File: src/rtl/hc_status_pkg.sv
package hc_status_pkg;
    localparam logic [6:0] ADDR_CMDST = 7'h02;
    localparam logic [6:0] ADDR_INTST = 7'h03;
    localparam logic [6:0] ADDR_INTEN = 7'h04;
    localparam int         WR_FLAG    = 7;
    localparam int         MASTER_BIT = 31;
    localparam int         OVR_LSB    = 16;

    typedef enum logic [1:0] {
        RST_IDLE = 2'd0,
        RST_BUSY = 2'd1,
        RST_LATE = 2'd2
    } rst_state_t;
endpackage

File: src/rtl/hc_int_regs.sv
module hc_int_regs #(
    parameter int ST_W = 7
) (
    input  logic            clk,
    input  logic            rst_n,
    input  logic [ST_W-1:0] set_i,
    input  logic [ST_W-1:0] clr_i,
    input  logic            flush_i,
    input  logic            en_wr_i,
    input  logic [ST_W-1:0] en_wdata_i,
    input  logic            master_wdata_i,
    output logic [ST_W-1:0] st_o,
    output logic [ST_W-1:0] en_o,
    output logic            master_o,
    output logic            irq_o
);
    logic [ST_W-1:0] st_q;
    logic [ST_W-1:0] en_q;
    logic            master_q;

    always_ff @(posedge clk or negedge rst_n) begin
        if (!rst_n) begin
            st_q <= '0;
        end else if (flush_i) begin
            st_q <= set_i;
        end else begin
            st_q <= (st_q & ~clr_i) | set_i;
        end
    end

    always_ff @(posedge clk or negedge rst_n) begin
        if (!rst_n) begin
            en_q     <= '0;
            master_q <= 1'b0;
        end else if (flush_i) begin
            en_q     <= '0;
            master_q <= 1'b0;
        end else if (en_wr_i) begin
            en_q     <= en_wdata_i;
            master_q <= master_wdata_i;
        end
    end

    assign st_o     = st_q;
    assign en_o     = en_q;
    assign master_o = master_q;
    assign irq_o    = master_q & (|(st_q & en_q));

    assert_hw_only_set_R1: assert property (@(posedge clk) disable iff (!rst_n)
        1'b1 |=> ((st_q & ~$past(st_q) & ~$past(set_i)) == '0));

    assert_clear_by_sw_R2: assert property (@(posedge clk) disable iff (!rst_n)
        1'b1 |=> (((($past(st_q) & ~st_q) & ~$past(clr_i)) == '0) || $past(flush_i)));

    assert_set_wins_R3: assert property (@(posedge clk) disable iff (!rst_n)
        1'b1 |=> ((~st_q & $past(set_i)) == '0));
endmodule

File: src/rtl/hc_cmd_status.sv
module hc_cmd_status
    import hc_status_pkg::*;
#(
    parameter int RST_LIMIT = 500
) (
    input  logic       clk,
    input  logic       rst_n,
    input  logic       start_req_i,
    input  logic       ovr_i,
    input  logic       done_i,
    output logic       flush_o,
    output logic       hcr_o,
    output logic [1:0] ovr_cnt_o,
    output logic       req_o,
    output logic       timeout_o
);
    localparam int CNT_W = $clog2(RST_LIMIT + 1);
    localparam logic [CNT_W-1:0] LAST = CNT_W'(RST_LIMIT - 1);

    rst_state_t       state_q, state_d;
    logic [CNT_W-1:0] cyc_q;
    logic [1:0]       ovr_q;
    logic             start;

    assign start = start_req_i && (state_q == RST_IDLE);

    always_comb begin
        state_d = state_q;
        unique case (state_q)
            RST_IDLE: if (start_req_i) state_d = RST_BUSY;
            RST_BUSY: begin
                if (done_i)             state_d = RST_IDLE;
                else if (cyc_q == LAST) state_d = RST_LATE;
            end
            RST_LATE: if (done_i) state_d = RST_IDLE;
            default:  state_d = RST_IDLE;
        endcase
    end

    always_ff @(posedge clk or negedge rst_n) begin
        if (!rst_n) state_q <= RST_IDLE;
        else        state_q <= state_d;
    end

    always_ff @(posedge clk or negedge rst_n) begin
        if (!rst_n)                    cyc_q <= '0;
        else if (start)                cyc_q <= '0;
        else if (state_q == RST_BUSY)  cyc_q <= cyc_q + 1'b1;
    end

    always_ff @(posedge clk or negedge rst_n) begin
        if (!rst_n)     ovr_q <= 2'b00;
        else if (start) ovr_q <= {1'b0, ovr_i};
        else if (ovr_i) ovr_q <= ovr_q + 2'd1;
    end

    always_comb begin
        flush_o   = start;
        ovr_cnt_o = ovr_q;
        hcr_o     = (state_q != RST_IDLE);
        req_o     = (state_q != RST_IDLE);
        timeout_o = (state_q == RST_LATE);
    end

    assert_cnt_step_R5: assert property (@(posedge clk) disable iff (!rst_n)
        (ovr_i && !start) |=> (ovr_q == $past(ovr_q) + 2'd1));

    assert_done_ends_R6: assert property (@(posedge clk) disable iff (!rst_n)
        (state_q != RST_IDLE && done_i) |=> (state_q == RST_IDLE));

    assert_flush_count_R7: assert property (@(posedge clk) disable iff (!rst_n)
        (start && !ovr_i) |=> (ovr_q == 2'b00));

    assert_busy_bound_R8: assert property (@(posedge clk) disable iff (!rst_n)
        (state_q == RST_BUSY) |-> (cyc_q < CNT_W'(RST_LIMIT)));

    assert_late_entry_R8: assert property (@(posedge clk) disable iff (!rst_n)
        $rose(timeout_o) |-> ($past(cyc_q) == LAST));
endmodule

File: src/rtl/hc_status_regs.sv
module hc_status_regs
    import hc_status_pkg::*;
#(
    parameter int EVT_W     = 6,
    parameter int CLK_MHZ   = 50,
    parameter int RESET_US  = 10,
    localparam int ST_W     = EVT_W + 1,
    localparam int RST_LIMIT = CLK_MHZ * RESET_US
) (
    input  logic             clk,
    input  logic             rst_n,
    input  logic             bus_vld,
    input  logic [7:0]       bus_cmd,
    input  logic [31:0]      bus_wdata,
    output logic [31:0]      bus_rdata,
    input  logic [EVT_W-1:0] evt_i,
    input  logic             sched_ovr_i,
    input  logic             rst_done_i,
    output logic             irq_o,
    output logic             rst_req_o,
    output logic             rst_timeout_o
);
    logic            wr, rd;
    logic [6:0]      addr;
    logic [ST_W-1:0] st, en, clr, set;
    logic            master, flush, hcr;
    logic [1:0]      ovr_cnt;

    assign wr   = bus_vld &&  bus_cmd[WR_FLAG];
    assign rd   = bus_vld && !bus_cmd[WR_FLAG];
    assign addr = bus_cmd[6:0];
    assign set  = {evt_i, sched_ovr_i};
    assign clr  = (wr && addr == ADDR_INTST) ? bus_wdata[ST_W-1:0] : '0;

    hc_int_regs #(.ST_W(ST_W)) u_int (
        .clk            (clk),
        .rst_n          (rst_n),
        .set_i          (set),
        .clr_i          (clr),
        .flush_i        (flush),
        .en_wr_i        (wr && addr == ADDR_INTEN),
        .en_wdata_i     (bus_wdata[ST_W-1:0]),
        .master_wdata_i (bus_wdata[MASTER_BIT]),
        .st_o           (st),
        .en_o           (en),
        .master_o       (master),
        .irq_o          (irq_o)
    );

    hc_cmd_status #(.RST_LIMIT(RST_LIMIT)) u_cmd (
        .clk         (clk),
        .rst_n       (rst_n),
        .start_req_i (wr && addr == ADDR_CMDST && bus_wdata[0]),
        .ovr_i       (sched_ovr_i),
        .done_i      (rst_done_i),
        .flush_o     (flush),
        .hcr_o       (hcr),
        .ovr_cnt_o   (ovr_cnt),
        .req_o       (rst_req_o),
        .timeout_o   (rst_timeout_o)
    );

    always_comb begin
        bus_rdata = '0;
        if (rd) begin
            unique case (addr)
                ADDR_CMDST: begin
                    bus_rdata[0]                 = hcr;
                    bus_rdata[OVR_LSB+1:OVR_LSB] = ovr_cnt;
                end
                ADDR_INTST: bus_rdata[ST_W-1:0] = st;
                ADDR_INTEN: begin
                    bus_rdata[ST_W-1:0]   = en;
                    bus_rdata[MASTER_BIT] = master;
                end
                default: bus_rdata = '0;
            endcase
        end
    end

    assert_irq_master_R4: assert property (@(posedge clk) disable iff (!rst_n)
        irq_o |-> master);

    assert_reserved_zero_R9: assert property (@(posedge clk) disable iff (!rst_n)
        (rd && addr == ADDR_CMDST) |-> (bus_rdata[31:18] == '0 && bus_rdata[15:1] == '0));
endmodule

File: config.mk
export PLATFORM = sky130hd
export DESIGN_NAME = hc_status_regs
export DESIGN_NICKNAME = d
export VERILOG_FILES = /design/src/rtl/hc_status_pkg.sv /design/src/rtl/hc_int_regs.sv /design/src/rtl/hc_cmd_status.sv /design/src/rtl/hc_status_regs.sv
export SDC_FILE = /design/constraint.sdc
export NUM_CORES = 1
export LEC_CHECK = 0
export CELL_PAD_IN_SITES_DETAIL_PLACEMENT = 1
export CELL_PAD_IN_SITES_GLOBAL_PLACEMENT = 2
export CORE_ASPECT_RATIO = 0.7
export CORE_MARGIN = 1.5
export CORE_UTILIZATION = 31
export DETAILED_ROUTE_END_ITERATION = 7
export DONT_BUFFER_PORTS = 1
export GPL_TIMING_DRIVEN = 0
export PLACE_DENSITY_LB_ADDON = 0.05
export SYNTH_ARGS = -nofsm -noshare
export SYNTH_HDL_FRONTEND = slang
export SYNTH_SLANG_ARGS = --single-unit
File: constraint.sdc
create_clock -name clk -period 2.5 [get_ports clk]
set_input_delay 0.75 -clock clk [delete_from_list [all_inputs] [get_ports clk]]
set_output_delay 0.75 -clock clk [all_outputs]
set_load 0.02 [all_outputs]
==> metrics.md <==
| Metric | Value |
|---|---|
| Clock Sinks | 28 |
| Number of synthesized flops with an enable pin | 0 |
| Die width | 93.4 um |
| Min cycle time layout | 2520 ps |
| Top FF cell, synth | dfrtp_1 |
| Crit-path leading delay family | simple AND/OR/NAND/NOR gates |
| Pre-CTS WS | -356 ps |
| Final Max Tran Viols | 0 |
| Core ar. | 5370 sq um |
| Final WS setup | -24.5 ps |
| Worst path bufs/invs | 0 |
| Slowest-stage cell, CP | or4_4 |
| Worst hold margin | 147 ps |
| Comb pwr share | 0.181 |
| DP Wirelength | 4170 um |
| Synth Area per Inst | 8.82 sq um |
| Htree depth | 1 |
| Final hold viol count | 0 |
| DR DRC count | 0 |
| Metal3 WL | 566 um |
| Avg Vias per Cell | 5.61 |
| # rows | 22 |
| Netlist cell types | 44 |
| Register bit total from synthesis | 28 |
| Routed via count | 1704 |
| RSZ-0062 raised after global routing | true |
| Area Growth Syn to Fin | 27.7% |
| Psw | 0.000311 W |
| Worst skew pair latency | 280 ps |
| DR WL met2 | 2590 um |
| CTS Hold Buffers Added | 0 |
| Pwr Density | 490 nW/um^2 |
| Initial Util | 0.330 |
| Share of layout cells above drive strength 1 | 0.315 |
| Vert. Die Dim | 66.3 um |
| Sequential-to-total area share from yosys stat | 0.395 |
| DR pass1 iterations | 4 |
| Post-Syn Instances | 201 |
| Ys async rst share | 1.00 |
| Critical Path RT | 1750 ps |
| Max layer used | met4 |
| Static leakage | 0.887 nW |
| ANT nets after route | 0 |
| Max-slew headroom at the worst pin | 0.552 |
| Worst Hold Class | input pin to async pin |
| Internal | 0.000797 W |
| Total gr overflow | 0 |
| Final setup viols | 2 |
| Clk pin slew, worst setup/hold paths | 100 ps |
| Post-synth top area cell | dfrtp_1 |
| Clock network power share | 0.333 |
| Post-synthesis instance area | 1770 sq um |
| Vias in the first global route | 1804 |
| Sequential power share | 0.486 |
| Most frequent cells in the layout | buf_4 (33), dfrtp_1 (28), conb_1 (22), nand4_1 (16), nand3_1 (14) |
| Die ar. | 6190 sq um |
| CP startpoint kind | input pin |
| Worst Tran Pin Value | 665 ps |
| Root buffer cell | clkbuf_8 |
| Sw frac | 0.280 |
| PortBufs | 0 |
| First-pass GRT wire length | 9380 um |
| Dominant cells by area after synthesis | dfrtp_1 (40%), buf_4 (9.3%), nand4_1 (5.6%) |
| YS warnings | 0 |
| Outcome | finished with violations |
| N_diodes | 0 |
| Fin Clk Skew | 4.34 ps |
| Crit Path Max Fanout | 4 |
| DRT met1 WL | 2670 um |
| Worst vdd ir | 0.252 mV |
| Initial DRC count | 72 |
| Largest net degree at the start of global routing | 29 |
| RePlAce Congestion | 0.865 |
| Setup crit end kind | output pin |
| Max-cap check violation count | 0 |
| Setup CP Type | input pin to output pin |
| Initial antenna violation count | 0 |
| Num ports | 86 |
| CTS tree | done |
| Crit-path cells | or4_4 -> nor4_4 |
| Core Util, Final | 0.422 |
| CTS max path bufs | 2 |
| Max Clk Rate | 396 MHz |
| Max incr delay on CP | 580 ps |
| Commonest non-fill, non-tap cell in the layout | buf_4 |
| Yosys top cell area share | 0.395 |
| CTS Buf Count | 3 |
| Layout Nets | 285 |
| Final wirelength | 5860 um |
| Post-route clock period utilization | 1.01 |
| GRT Util Overall | 0.198 |
| WL per Instance | 19.3 um |
| Arr. time, crit path | 1770 ps |
| Failing checks | negative setup slack |
==> power groups by stage <==
stage | logic, W | clock network, W | registers (W)
finish | 0.000200 | 0.000369 | 0.000538
global route | 0.000221 | 0.000395 | 0.000546
detailed placement | 0.000184 | 0 | 0.000545
floorplan | 0.000159 | 0 | 0.000534
CTS | 0.000193 | 0.000379 | 0.000537
global placement | 0.000178 | 0 | 0.000542
==> registers in the layout, indices dropped and copies added, names as in the netlist <==
| register | cells |
|---|---|
| u_int.st_o | 7 |
| u_cmd.state_q | 2 |
| u_cmd.ovr_cnt_o | 2 |
| u_cmd.cyc_q | 9 |
| u_int.master_o | 1 |
| u_int.en_o | 7 |
==> per-layer routing <==
| metal | vias to the layer above | global-route usage |
|---|---|---|
| met2 | 72 | 0.324 |
| met1 | 852 | 0.264 |
| met3 | 4 | 0.0575 |
| met4 | 0 | 0.0265 |
| li1 | 776 | - |
| met5 | - | 0 |
==> timing repair <==
item,in CTS,in global routing
pin swaps,2,6
buffers inserted,4,4
gates resized for setup,15,21
cloned,0,1
setup endpoints to repair,10,10
==> cells by family (layout without fill, tap and decap cells) <==
family                     after synthesis  count (layout)  synth area share
AOI/OAI and AO/OA                       57              57             0.219
xor gates and xnor gates                 2               2           0.00988
adders and majority gates                1               1           0.00706
buffers and inverters                   43              53             0.139
DFF                                     28              28             0.395
muxes                                    1               1           0.00565
other                                    1              22           0.00212
and+or+nand+nor                         68              68             0.222
==> cells in the mapped netlist, types with 2 or more instances <==
cell / count
or3b_2: 2
o211ai_1: 2
and3_1: 3
nor2_1: 2
nand2b_1: 2
a31oi_1: 5
o21ai_0: 5
nor4_1: 4
nand2_1: 9
o31ai_1: 8
buf_4: 22
a22oi_1: 2
or4_1: 3
a31o_2: 7
o41ai_1: 3
clkbuf_1: 14
a21oi_1: 18
dfrtp_1: 28
nand4_1: 16
nor2b_1: 3
inv_1: 4
nand3_1: 17
==> path summary, 6_finish.rpt <==
path,startpoint,end,slack [ps],depth (start not counted)
worst max register to register,u_cmd.state_q[1]$_DFFE_PN0P_,u_cmd.cyc_q[7]$_DFFE_PN0P_,300,5
worst min-delay path,rst_n,u_cmd.cyc_q[8]$_DFFE_PN0P_,150,0
max in group asynchronous,rst_n,u_cmd.ovr_cnt_o[1]$_DFFE_PN0P_,2280,0
worst min register to register,u_cmd.cyc_q[8]$_DFFE_PN0P_,u_cmd.cyc_q[8]$_DFFE_PN0P_,480,1
min in group clk,u_cmd.cyc_q[8]$_DFFE_PN0P_,u_cmd.cyc_q[8]$_DFFE_PN0P_,480,1
worst max-delay path,bus_cmd[6],bus_rdata[31],-20,2
==> cell type report <==
class	count	area, sq um
clock buffer	3	41.3
sequential	28	701
timing repair buffer	9	67.6
fill	639	3100
multi-input combinational	151	1070
inverter	4	15.0
buffer	36	249
tap	72	90.1
clock inverter	1	30.0
==> stage by stage <==
stage	std cells	instance area [sq um]	total power, W	TNS [ps]
global placement	294	2030	0.000720	-3890
CTS	302	2210	0.00111	-1230
detailed placement	294	2030	0.000729	-4600
global route	304	2260	0.00116	-245
floorplan	222	1940	0.000693	-506
finish	304	2260	0.00111	-25.6
No activity file was read; power rests on OpenSTA's default activity.
